**src/rtl/uart_os_rx_pkg.sv**
```systemverilog
package uart_os_rx_pkg;
  typedef enum logic [2:0] {
    ST_IDLE,
    ST_START,
    ST_DATA,
    ST_PAR,
    ST_STOP,
    ST_HOLD
  } rx_state_e;
endpackage

```
**src/rtl/uart_rx_sync.sv**
```systemverilog
module uart_rx_sync #(
  parameter int STAGES = 2
) (
  input  logic clk,
  input  logic rst,
  input  logic din,
  output logic dout
);
  logic [STAGES-1:0] chain;

  generate
    for (genvar i = 0; i < STAGES; i++) begin : g_stage
      always_ff @(posedge clk) begin
        if (rst) chain[i] <= 1'b1;
        else if (i == 0) chain[i] <= din;
        else chain[i] <= chain[(i == 0) ? 0 : i-1];
      end
    end
  endgenerate

  assign dout = chain[STAGES-1];
endmodule

```
**src/rtl/uart_rx_vote3.sv**
```systemverilog
module uart_rx_vote3 #(
  parameter int PH_W     = 4,
  parameter int VOTE_MID = 8
) (
  input  logic            clk,
  input  logic            rst,
  input  logic            tick,
  input  logic            sample,
  input  logic [PH_W-1:0] phase,
  output logic            bit_val
);
  localparam logic [PH_W-1:0] PH_EARLY = PH_W'(VOTE_MID - 1);
  localparam logic [PH_W-1:0] PH_MID   = PH_W'(VOTE_MID);

  logic s_early, s_mid;

  always_ff @(posedge clk) begin
    if (rst) begin
      s_early <= 1'b1;
      s_mid   <= 1'b1;
    end else if (tick) begin
      if (phase == PH_EARLY) s_early <= sample;
      if (phase == PH_MID)   s_mid   <= sample;
    end
  end

  // valid on the tick carrying phase VOTE_MID+1
  assign bit_val = (s_early & s_mid) | (s_early & sample) | (s_mid & sample);
endmodule

```
**src/rtl/uart_rx_start_qual.sv**
```systemverilog
module uart_rx_start_qual #(
  parameter int OSR       = 16,
  parameter int START_MIN = 8
) (
  input  logic clk,
  input  logic rst,
  input  logic tick,
  input  logic sample,
  input  logic arm,
  input  logic run,
  output logic qual_ok
);
  localparam int CW = $clog2(OSR + 1);

  logic [CW-1:0] low_cnt;

  always_ff @(posedge clk) begin
    if (rst) low_cnt <= '0;
    else if (arm) low_cnt <= CW'(1);
    else if (run && tick && !sample) low_cnt <= low_cnt + CW'(1);
  end

  assign qual_ok = (int'(low_cnt) + int'(!sample)) >= START_MIN;

  AST_LOWCNT_BOUND: assert property (@(posedge clk) disable iff (rst)
    int'(low_cnt) <= OSR);
endmodule

```
**src/rtl/uart_os_rx.sv**
```systemverilog
module uart_os_rx
  import uart_os_rx_pkg::*;
#(
  parameter int OSR         = 16,
  parameter int VOTE_MID    = 8,
  parameter int START_MIN   = 8,
  parameter int DATA_BITS   = 8,
  parameter int SYNC_STAGES = 2
) (
  input  logic                 clk,
  input  logic                 rst,
  input  logic                 os_tick,
  input  logic                 rx_line,
  input  logic                 cfg_par_en,
  input  logic                 cfg_par_odd,
  input  logic                 cfg_two_stop,
  output logic [DATA_BITS-1:0] rx_byte,
  output logic                 rx_valid,
  output logic                 rx_par_err,
  output logic                 rx_frm_err,
  output logic                 rx_break,
  output logic                 rx_noise
);
  localparam int PH_W = $clog2(OSR);
  localparam int BW   = (DATA_BITS > 1) ? $clog2(DATA_BITS) : 1;
  localparam logic [PH_W-1:0] PH_VOTE = PH_W'(VOTE_MID + 1);
  localparam logic [PH_W-1:0] PH_LAST = PH_W'(OSR - 1);
  localparam logic [BW-1:0]   BIT_LAST = BW'(DATA_BITS - 1);

  rx_state_e            state;
  logic [PH_W-1:0]      ph;
  logic [BW-1:0]        bidx;
  logic                 stop_idx;
  logic [DATA_BITS-1:0] shreg;
  logic                 par_bit, frm_acc, all_low, prev_s;
  logic                 samp, vote, qual_ok, arm, par_exp;

  uart_rx_sync #(.STAGES(SYNC_STAGES)) u_sync (
    .clk(clk), .rst(rst), .din(rx_line), .dout(samp)
  );

  uart_rx_vote3 #(.PH_W(PH_W), .VOTE_MID(VOTE_MID)) u_vote (
    .clk(clk), .rst(rst), .tick(os_tick), .sample(samp), .phase(ph),
    .bit_val(vote)
  );

  assign arm = os_tick && (state == ST_IDLE) && prev_s && !samp;

  uart_rx_start_qual #(.OSR(OSR), .START_MIN(START_MIN)) u_qual (
    .clk(clk), .rst(rst), .tick(os_tick), .sample(samp), .arm(arm),
    .run(state == ST_START), .qual_ok(qual_ok)
  );

  assign par_exp = cfg_par_odd ? ~^shreg : ^shreg;

  always_ff @(posedge clk) begin
    if (rst) begin
      state      <= ST_IDLE;
      ph         <= '0;
      bidx       <= '0;
      stop_idx   <= 1'b0;
      shreg      <= '0;
      par_bit    <= 1'b0;
      frm_acc    <= 1'b0;
      all_low    <= 1'b0;
      prev_s     <= 1'b1;
      rx_byte    <= '0;
      rx_valid   <= 1'b0;
      rx_par_err <= 1'b0;
      rx_frm_err <= 1'b0;
      rx_break   <= 1'b0;
      rx_noise   <= 1'b0;
    end else begin
      rx_valid <= 1'b0;
      rx_noise <= 1'b0;
      if (os_tick) begin
        prev_s <= samp;
        unique case (state)
          ST_IDLE: begin
            if (prev_s && !samp) begin
              state <= ST_START;
              ph    <= PH_W'(1);
            end
          end
          ST_START: begin
            if (ph == PH_LAST) begin
              ph <= '0;
              if (qual_ok) begin
                state    <= ST_DATA;
                bidx     <= '0;
                all_low  <= 1'b1;
                frm_acc  <= 1'b0;
                stop_idx <= 1'b0;
              end else begin
                state    <= ST_IDLE;
                rx_noise <= 1'b1;
              end
            end else ph <= ph + PH_W'(1);
          end
          ST_DATA: begin
            if (ph == PH_VOTE) begin
              shreg   <= {vote, shreg[DATA_BITS-1:1]};
              all_low <= all_low & !vote;
            end
            if (ph == PH_LAST) begin
              ph <= '0;
              if (bidx == BIT_LAST) state <= cfg_par_en ? ST_PAR : ST_STOP;
              else bidx <= bidx + BW'(1);
            end else ph <= ph + PH_W'(1);
          end
          ST_PAR: begin
            if (ph == PH_VOTE) begin
              par_bit <= vote;
              all_low <= all_low & !vote;
            end
            if (ph == PH_LAST) begin
              ph    <= '0;
              state <= ST_STOP;
            end else ph <= ph + PH_W'(1);
          end
          ST_STOP: begin
            if (ph == PH_VOTE && stop_idx == cfg_two_stop) begin
              rx_valid   <= 1'b1;
              rx_byte    <= shreg;
              rx_par_err <= cfg_par_en && (par_bit != par_exp);
              rx_frm_err <= frm_acc | !vote;
              rx_break   <= all_low & !vote;
              state      <= (all_low & !vote) ? ST_HOLD : ST_IDLE;
              ph         <= '0;
            end else begin
              if (ph == PH_VOTE) begin
                frm_acc <= frm_acc | !vote;
                all_low <= all_low & !vote;
              end
              if (ph == PH_LAST) begin
                ph       <= '0;
                stop_idx <= 1'b1;
              end else ph <= ph + PH_W'(1);
            end
          end
          ST_HOLD: if (samp) state <= ST_IDLE;
          default: state <= ST_IDLE;
        endcase
      end
    end
  end

  AST_VALID_STROBE: assert property (@(posedge clk) disable iff (rst)
    rx_valid |=> !rx_valid);
  AST_NOISE_ALONE: assert property (@(posedge clk) disable iff (rst)
    rx_noise |-> !rx_valid);
  AST_BREAK_FRAMES: assert property (@(posedge clk) disable iff (rst)
    (rx_valid && rx_break) |-> (rx_frm_err && rx_byte == '0));
  AST_HOLD_WHILE_LOW: assert property (@(posedge clk) disable iff (rst)
    (state == ST_HOLD && os_tick && !samp) |=> state == ST_HOLD);
  AST_TICK_ONLY: assert property (@(posedge clk) disable iff (rst)
    !os_tick |=> ($stable(state) && $stable(ph)));
  AST_PAR_GATED: assert property (@(posedge clk) disable iff (rst)
    (rx_valid && !cfg_par_en) |-> !rx_par_err);
endmodule

```
**config.mk**
```make
export PLATFORM = sky130hd
export DESIGN_NAME = uart_os_rx
export DESIGN_NICKNAME = d
export VERILOG_FILES = /design/src/rtl/uart_os_rx_pkg.sv /design/src/rtl/uart_rx_sync.sv /design/src/rtl/uart_rx_vote3.sv /design/src/rtl/uart_rx_start_qual.sv /design/src/rtl/uart_os_rx.sv
export SDC_FILE = /design/constraint.sdc
export NUM_CORES = 1
export LEC_CHECK = 0
export ABC_AREA = 1
export BUFFER_PORTS_ARGS = -buffer_cell sky130_fd_sc_hd__buf_2
export CORE_ASPECT_RATIO = 0.5
export CORE_MARGIN = 2
export CORE_UTILIZATION = 35
export DETAILED_ROUTE_END_ITERATION = 8
export GPL_TIMING_DRIVEN = 0
export PLACE_DENSITY = 0.56
export SETUP_SLACK_MARGIN = 0.3
export SYNTH_ARGS = -nofsm -noshare
export SYNTH_HDL_FRONTEND = slang
export SYNTH_SLANG_ARGS = --single-unit
```
**constraint.sdc**
```tcl
create_clock -name clk -period 3.4 [get_ports clk]
set_input_delay 0.85 -clock clk [delete_from_list [all_inputs] [get_ports clk]]
set_output_delay 0.85 -clock clk [all_outputs]
set_load 0.005 [all_outputs]
```
==> results of run 1 <==
-- routing by layer --
metal | up-vias | routed length, µm | part of all wire [%]
li1 | 1188 | - | -
met1 | 999 | 2800 | 52
met2 | 26 | 2350 | 44
met3 | 9 | 147 | 2.7
met4 | 0 | 104 | 1.9
met5 | - | 0 | 0
-- kinds of logic after synthesis --
family,Yosys count
buf+inv,56
fa+ha+maj,8
xor+xnor,4
simple gates,171
compound gates,65
flops,45
-- cell type report --
class | count | area, µm² | share of cell area (%)
Buffer | 8 | 56.3 | 2.01
Clock buffer | 5 | 125 | 4.47
Clock inverter | 3 | 21.3 | 0.759
Inverter | 48 | 181 | 6.48
Multi-Input combinational cell | 248 | 1310 | 46.6
Sequential cell | 45 | 901 | 32.2
Tap cell | 92 | 115 | 4.11
Timing Repair Buffer | 19 | 95.1 | 3.39
-- cells in the final DEF, fill, tap and decap left out, drive strengths merged --
| cell | netlist | layout |
|---|---|---|
| a211oi | 9 | 9 |
| a21oi | 26 | 26 |
| a311oi | 1 | 1 |
| a31oi | 2 | 2 |
| buf | 5 | 24 |
| clkbuf | 3 | 8 |
| clkinv | 2 | 3 |
| clkinvlp | 0 | 1 |
| dfxtp | 45 | 45 |
| ha | 8 | 8 |
| inv | 46 | 47 |
| nand2 | 92 | 92 |
| nand3 | 19 | 19 |
| nand3b | 1 | 1 |
| nand4 | 6 | 6 |
| nor2 | 43 | 43 |
| nor3 | 5 | 5 |
| nor3b | 1 | 1 |
| o21a | 2 | 2 |
| o21ai | 23 | 23 |
| o311ai | 1 | 1 |
| o31ai | 1 | 1 |
| or2 | 4 | 4 |
| xnor2 | 1 | 1 |
| xor2 | 3 | 3 |
-- where the power goes --
part           total, mW  internal, mW  switching, mW
Combinational     0.0643        0.0215         0.0428
Sequential         0.539         0.533        0.00563
Clock              0.486         0.274          0.212
Total               1.09         0.828          0.261
-- worst min-delay path by stage --
stage / cells after the start / slack, ns / to / start
after CTS: 1 / 0.42 / u_sync.dout / u_sync.chain[0]
after floorplan: 1 / 0.39 / u_sync.dout / u_sync.chain[0]
final: 1 / 0.42 / u_sync.dout / u_sync.chain[0]
after global routing: 1 / 0.45 / u_sync.dout / u_sync.chain[0]
after global placement: 1 / 0.40 / u_sync.dout / u_sync.chain[0]
after detailed placement: 1 / 0.40 / u_sync.dout / u_sync.chain[0]
-- sequential cells by signal, summed over array words and instances, names as in the netlist --
| signal | flops |
|---|---|
| all_low | 1 |
| bidx | 3 |
| frm_acc | 1 |
| par_bit | 1 |
| ph | 4 |
| prev_s | 1 |
| rx_break | 1 |
| rx_byte | 8 |
| rx_frm_err | 1 |
| rx_noise | 1 |
| rx_par_err | 1 |
| rx_valid | 1 |
| shreg | 8 |
| state | 3 |
| stop_idx | 1 |
| u_qual.low_cnt | 5 |
| u_sync.chain | 1 |
| u_sync.dout | 1 |
| u_vote.s_early | 1 |
| u_vote.s_mid | 1 |
-- per-stage QoR --
| step | std cells | setup WS, ns | utilization (%) | area (µm²) | power (mW) |
|---|---|---|---|---|---|
| 3_5_place_dp | 460 | 1.24 | 39.5 | 2660 | 0.615 |
| 2_1_floorplan | 349 | 1.55 | - | 2440 | 0.596 |
| 6_report | 468 | 1.43 | 41.6 | 2800 | 1.09 |
| 4_1_cts | 468 | 1.43 | 41.6 | 2800 | 1.11 |
| 5_1_grt | 468 | 1.21 | 41.6 | 2800 | 1.14 |
| 3_3_place_gp | 460 | 1.25 | 39.5 | 2660 | 0.613 |
==> flow_results.org, run 1 <==
** Worst setup path
- Among cell families on the critical path, the largest total delay comes from simple AND/OR/NAND/NOR gates.
- The critical path ends at bidx[2].
- The setup path with the least slack is of type flip-flop to flip-flop.
- Data arrives at the worst endpoint at 2.16 ns.
- For the worst flop-to-flop path, the logic depth is 11.
- Count of buffer and inverter cells on the critical path :: 3
- STA classifies the critical path startpoint as a flip-flop.
- Worst endpoint required time :: 3.58 ns
- The critical path runs through a total of 11 cells.
- On the critical path, the stage with the largest delay is an instance of dfxtp_1.
- Critical Path Start :: u_sync.dout
- The worst register-to-register path begins at u_sync.dout.
- The largest single stage delay on the critical path is 0.33 ns.
- The worst register-to-register path has a setup slack of 1.43 ns.
- Kind of end point of the critical path :: flip-flop
- Traced cell by cell, the critical path runs through inv_1 -> ha_1 -> ha_1 -> nand3_1 -> xor2_1 -> inv_1 -> nand3_1 -> nand2_1 -> clkinv_2 -> nor2_1 -> nor2_1.
- Along the worst path, the maximum fanout reaches 7.
- Critical R2R Capture :: bidx[2]

** Synthesis
- Most numerous cell in the Yosys netlist :: nand2_1
- In the post-synthesis netlist, the biggest area contributors are dfxtp_1, nand2_1, inv_1.
- During synthesis, Yosys emitted a total of 0 warnings.
- Counting distinct cell types in the post-synthesis netlist gives 36.
- Most used flip-flop cell after synthesis :: dfxtp_1
- Summing the areas of all xor and xnor instances in the mapped netlist gives 1.43% of the synthesized area.
- The synthesized design contains 45 register bits.
- By area, the combinational part of the netlist is dominated by simple AND/OR/NAND/NOR gates.
- Number of nets produced by synthesis :: 364
- Cell type with the largest total area after synthesis :: dfxtp_1
- Of all flip-flops after synthesis, the portion carrying an async set or reset was 0%.
- In the synthesized netlist, mux cells make up 0% of the area.
- Register area share after synthesis :: 36.8%
- Commonest cells in the netlist :: nand2_1, dfxtp_1, inv_1
- Each instance of the synthesized netlist takes up on average 7.01 µm².
- Simple-gate share of the synthesized area :: 31.0%
- Complex-gate fraction of the synthesized area :: 16.9%
- The synthesized netlist devotes 4.09% of its cell area to adder and majority cells.
- Cells after Synth :: 349
- EDFF count, synth :: 0
- In this run the cell area of the synthesized design comes to 2440 µm².
- After synthesis, the largest area contributor takes up 36.8% of total cell area.

** Floorplanning
- Total number of placement rows :: 21
- Overall die area :: 7710 µm²
- Die Wd :: 122 µm
- The floorplan step defined a core boundary enclosing 6730 µm².
- From bottom edge to top edge, the die measures 63.1 µm.
- I/O pins :: 20
- Initial Util :: 36.3%

** Drt
- The detail route stage leaves a number of antenna-violating nets equal to 0.
- The routed layout has 2222 vias.
- Dividing the detail-routed wire length by the instance count gives 11.5 µm.
- Final WL :: 5410 µm
- After detailed routing, the number of remaining DRC violations is 0.
- After the first detailed-routing iteration, the DRC count stood at 135.
- The first TritonRoute pass finished after 4 iterations.
- Vias/cell :: 4.75

** GRT
- The first global-routing pass estimated 9110 µm of wire.
- Antenna violations before repair :: 0
- Total congestion overflow after global routing :: 0
- Global routing used 19.1% of the available met1 tracks.
- Met3 Track Usage GR :: 3.53%
- Most congested layer reported by global routing :: met2
- All-layer global routing usage :: 15.0%
- Largest net degree at the start of global routing :: 16
- Global routing used 24.6% of the available met2 tracks.
- The number of global-route vias before repair was 2086.

** STA
- Total Negative Setup Slacks :: 0 ns
- Max Freq :: 507 MHz
- In this run the tightest slew margin relative to its limit is 56.0%.
- RSZ-0062 raised after global routing :: false
- Count of final max-slew check failures :: 0
- The clock arrives with 0.00486 ns of skew.
- The final-report hold violation count was 0.
- Setup violations remaining at the end of the flow were counted as 0.
- Worst Max-Slew Pin Slew :: 0.660 ns
- Crit share post-route :: 58.0%
- Across all hold checks on the routed design, the worst slack comes to 0.423 ns.
- Subtracting the final worst setup slack from the clock period gives 1.97 ns.

** Clocking
- Clk pin slew, worst setup/hold paths :: 0.07 ns
- The later pin in the worst-skew pair is clocked with a latency of 0.29 ns.
- TritonCTS clock tree :: done
- The cell sitting at the root of the clock tree is a clkbuf_16.
- Number of buffers inserted by post-CTS setup repair :: 0
- CTS max path bufs :: 2
- CTS saw 45 sinks.
- CTS H-tree lvls :: 2
- TritonCTS created 5 clock buffers.
- In this run, post-CTS hold repair placed 0 buffers.
- Post-CTS repair changed the size of 0 cells.

** Placed design
- Input and output buffers added on the ports amount to 19.
- Post-DP HPWL :: 4080 µm
- At the end of routability-driven placement, the weighted congestion stood at 0.871.

** Pwr
- Power per standard cell area :: 389 nW/µm²
- Peak VDD IR :: 0.184 mV
- The analysis attributes to cell leakage a power of 1.23 nW.

** Status
- Outcome :: completed

** Final layout
- Layout cells sized above 1 :: 16.5%
- Area grow syn2layout :: 14.6%
- Layout filler cell count :: 711
- The final layout contains 390 nets.
- Final antenna diode count :: 0

** Run
- Max-cap violations :: 0

** Min path
- The worst hold path belongs to the class flip-flop to flip-flop.
Power figures use the tool's default switching activity.
==> inputs of run 2 (changes only) <==
--- a/config.mk
+++ b/config.mk
@@ -12,7 +12,7 @@
 export CORE_UTILIZATION = 35
 export DETAILED_ROUTE_END_ITERATION = 8
 export GPL_TIMING_DRIVEN = 0
-export PLACE_DENSITY = 0.56
+export PLACE_DENSITY = 0.58
 export SETUP_SLACK_MARGIN = 0.3
 export SYNTH_ARGS = -nofsm -noshare
 export SYNTH_HDL_FRONTEND = slang
==> constraint.sdc (replaced) <==
create_clock -name clk -period 1.65 [get_ports clk]
set_input_delay 0.4125 -clock clk [delete_from_list [all_inputs] [get_ports clk]]
set_output_delay 0.4125 -clock clk [all_outputs]
set_load 0.005 [all_outputs]
==> run 2 against run 1 <==
  * Routed wire length grew 19%
  * Die area is the same
  * Critical path type unchanged
  * Non-clock buffer count grew 28
  * First-iteration DRC count is the same
  * Clock power grew 110%
  * Sequential share of layout area shrank 6.4 points
  * Via count grew 8.7%
  * Flip-flop and latch count is the same
  * Power grew 120%
==> flow_results.org, run 2 (same netlist as run 1, synthesis figures left out) <==
** GRT
- Global-route wire length before repair :: 10100 µm (was 9110 µm)
- Via count of the first global-routing pass :: 2240 (was 2086)
- Largest net degree at the start of global routing :: 17 (was 16)
- All-layer global routing usage :: 16.9% (was 15.0%)
- The overall overflow remaining after global route was 0 (unchanged).
- The number of antenna violations at the first check in global routing is 0 (unchanged).

** STA
- The final-layout setup total negative slack was 0 ns (unchanged).
- The actual transition at the worst max-transition pin is 0.678 ns (was 0.660 ns).
- Crit share post-route :: 98.3% (was 58.0%)
- Min Tclk post-route :: 1.62 ns (was 1.97 ns)
- The worst hold margin came to 0.295 ns (was 0.423 ns).
- Hold Vio Cnt, Final :: 0 (unchanged)
- RSZ-0062 raised after global routing: true (was false).
- Max Freq :: 617 MHz (was 507 MHz)
- The number of setup violations in the final report came to 0 (unchanged).
- Clock skew after layout :: 0.00795 ns (was 0.00486 ns)
- The final-report max-slew violation count is 0 (unchanged).
- The worst slew margin relative to its limit is 54.8% (was 56.0%).

** Min path
- The worst min-delay path class was input port to flip-flop (was flip-flop to flip-flop).
- Min-delay src :: rx_line (was u_sync.chain[0])
- The number of cells on the worst hold path was 2 (was 1).
- The worst hold path endpoint is u_sync.chain[0] (was u_sync.dout).

** Pwr
- Power per standard cell area :: 655 nW/µm² (was 389 nW/µm²)
- Peak VDD IR :: 0.391 mV (was 0.184 mV)
- The switching part of the total came to 25.6% (was 23.9%).
- Combinational fraction of design power :: 8.5% (was 5.9%)
- Sequential fraction of design power :: 47.5% (was 49.5%)
- Cell Int Power :: 1.74 mW (was 828 µW)
- Clock network fraction of total power :: 44.0% (was 44.6%)
- The cell leakage power came to 1.51 nW (was 1.23 nW).
- The net switching power figure was 600 µW (was 261 µW).

** Floorplanning
- Total number of placement rows :: 21 (unchanged)
- Die Wd :: 122 µm (unchanged)
- The y dimension of the die came to 63.1 µm (unchanged).
- The starting density of the core is 36.3% (unchanged).
- The floorplan die area was 7710 µm² (unchanged).
- Area of the placeable core :: 6730 µm² (unchanged)
- I/O pins :: 20 (unchanged)

** Placed design
- Placer's final routability congestion estimate :: 0.855 (was 0.871)
- The number of input and output port buffers inserted was 19 (unchanged).
- Post-DP HPWL :: 4140 µm (was 4080 µm)
- Placed cell area :: 2760 µm² (was 2660 µm²)

** Drt
- Drt pass-1 iters :: 4 (unchanged)
- The remaining routing DRC violations is 0 (unchanged).
- The total routed wirelength was 6450 µm (was 5410 µm).
- 1st-iter DRT viols :: 135 (unchanged)
- The via count came to 2416 (was 2222).
- Remaining antenna violation count after routing :: 0 (unchanged)
- The number of vias per cell is 4.87 (was 4.75).
- The routed wirelength normalized by instance count came to 13.0 µm (was 11.5 µm).

** Run
- Max-cap violations :: 0 (unchanged)

** Final layout
- Layout filler cell count :: 621 (was 711)
- Final net count :: 418 (was 390)
- The area growth from synthesis to layout is 46.3% (was 14.6%).
- The layout cell share with drive strength beyond 1 came to 42.6% (was 16.5%).
- Commonest non-fill, non-tap cell in the layout :: nand2_1 (unchanged)
- Most used cells in the layout excluding fill and tap cells: nand2_1, inv_1, dfxtp_1, nor2_1, buf_2 (was nand2_1, dfxtp_1, inv_1, nor2_1, a21oi_1).
- Utilization after layout :: 53.2% (was 41.6%)
- Final antenna diode count :: 0 (unchanged)
- Regs by FF count: rx_byte x8, shreg x8, u_qual.low_cnt x5 (unchanged).
- The cell area after layout came to 3580 µm² (was 2800 µm²).

** Worst setup path
- Origin of the critical flop-to-flop path :: u_sync.dout (unchanged)
- The category of the most critical setup path was flip-flop to flip-flop (unchanged).
- Kind of end point of the critical path :: flip-flop (unchanged)
- The startpoint of the worst setup timing path is u_sync.dout (unchanged).
- The worst path arrival time is 1.82 ns (was 2.16 ns).
- R2R depth :: 12 (was 11)
- The reg-to-reg critical path endpoint is frm_acc (was bidx[2]).
- Worst endpoint required time :: 1.84 ns (was 3.58 ns)
- Critical Path Source Type :: flip-flop (unchanged)
- The critical-path maximum fanout is 4 (was 7).
- The register-to-register path setup slack came to 0.03 ns (was 1.43 ns).

** Status
- Outcome: completed (unchanged).

** Clocking
- The later-pin clock latency in the skew report came to 0.29 ns (about the same).
- The CTS clock-pin slew for the worst setup and hold paths came to 0.07 ns (about the same).
- The TritonCTS sink count is 45 (unchanged).
- CTS max path bufs :: 2 (unchanged)
- The library cell used as clock root buffer is clkbuf_16 (unchanged).
- CTS H-tree lvls :: 2 (unchanged)
- TritonCTS clock tree :: done (unchanged)
- Number of buffers created by CTS :: 5 (unchanged)
## run 2: changes by cell type in the layout (fill, tap and decap cells not counted), sizes merged
cell,previous run,this run
buf,24,52
## run 2: metal layers
metal,GRT usage (%),share of wire [%]
met1,20.9,47
met2,28.9,49
met3,4.62,2.7
met4,4.89,1.1
met5,0,0
## run 2: power by group through the flow
stage               registers (mW)  logic (mW)  clock network, mW
floorplan                     1.13      0.0996                  0
detailed placement            1.14       0.135                  0
CTS                           1.11       0.158               1.06
finish                        1.11       0.198               1.03
global route                  1.12       0.219               1.12
global placement              1.14       0.133                  0
## run 2: area by class of cell
| cell class | instances | area [µm²] | share of cell area, % |
|---|---|---|---|
| multi-input cells | 248 | 1720 | 48.1 |
| plain buffers | 8 | 76.3 | 2.13 |
| inverters | 48 | 200 | 5.60 |
| clock buffers | 5 | 125 | 3.50 |
| well taps | 92 | 115 | 3.22 |
| clock inverters | 3 | 25.0 | 0.700 |
| flip-flops and latches | 45 | 922 | 25.8 |
| repair buffers | 47 | 390 | 10.9 |
## run 2: how the worst max path moves through the flow
| stage | to | slack (ns) | depth (start not counted) |
|---|---|---|---|
| after floorplan | all_low | 0.19 | 12 |
| after global placement | shreg[3] | -0.002 | 8 |
| after detailed placement | shreg[3] | -0.007 | 8 |
| after CTS | all_low | 0.07 | 12 |
| after global routing | bidx[2] | -0.04 | 11 |
| final | frm_acc | 0.03 | 12 |
## run 2: critical path: stages, from the launching register on
cell and delay [ns]:
dfxtp_2 0.34, inv_4 0.07, ha_4 0.14, ha_4 0.12, nand3_2 0.07, xor2_1 0.17
inv_1 0.11, nand3_4 0.12, buf_4 0.17, nand3_4 0.06, nand2_1 0.05, nand2_1 0.05
nor2_1 0.05
## run 2: repair_timing
action                                  CTS  global route
endpoints found under the setup margin   35            37
gates resized for setup                  47            77
pin swaps                                20            29
hold buffers                              0             0
setup buffers                            15            10
cloned                                    2             1
## run 2: per-stage QoR
stage               instances  total power [mW]  setup WS (ns)
floorplan                 349              1.23          0.190
global placement          460              1.27       -0.00196
detailed placement        460              1.27       -0.00676
CTS                       485              2.33         0.0689
global route              496              2.45        -0.0438
finish                    496              2.34         0.0287
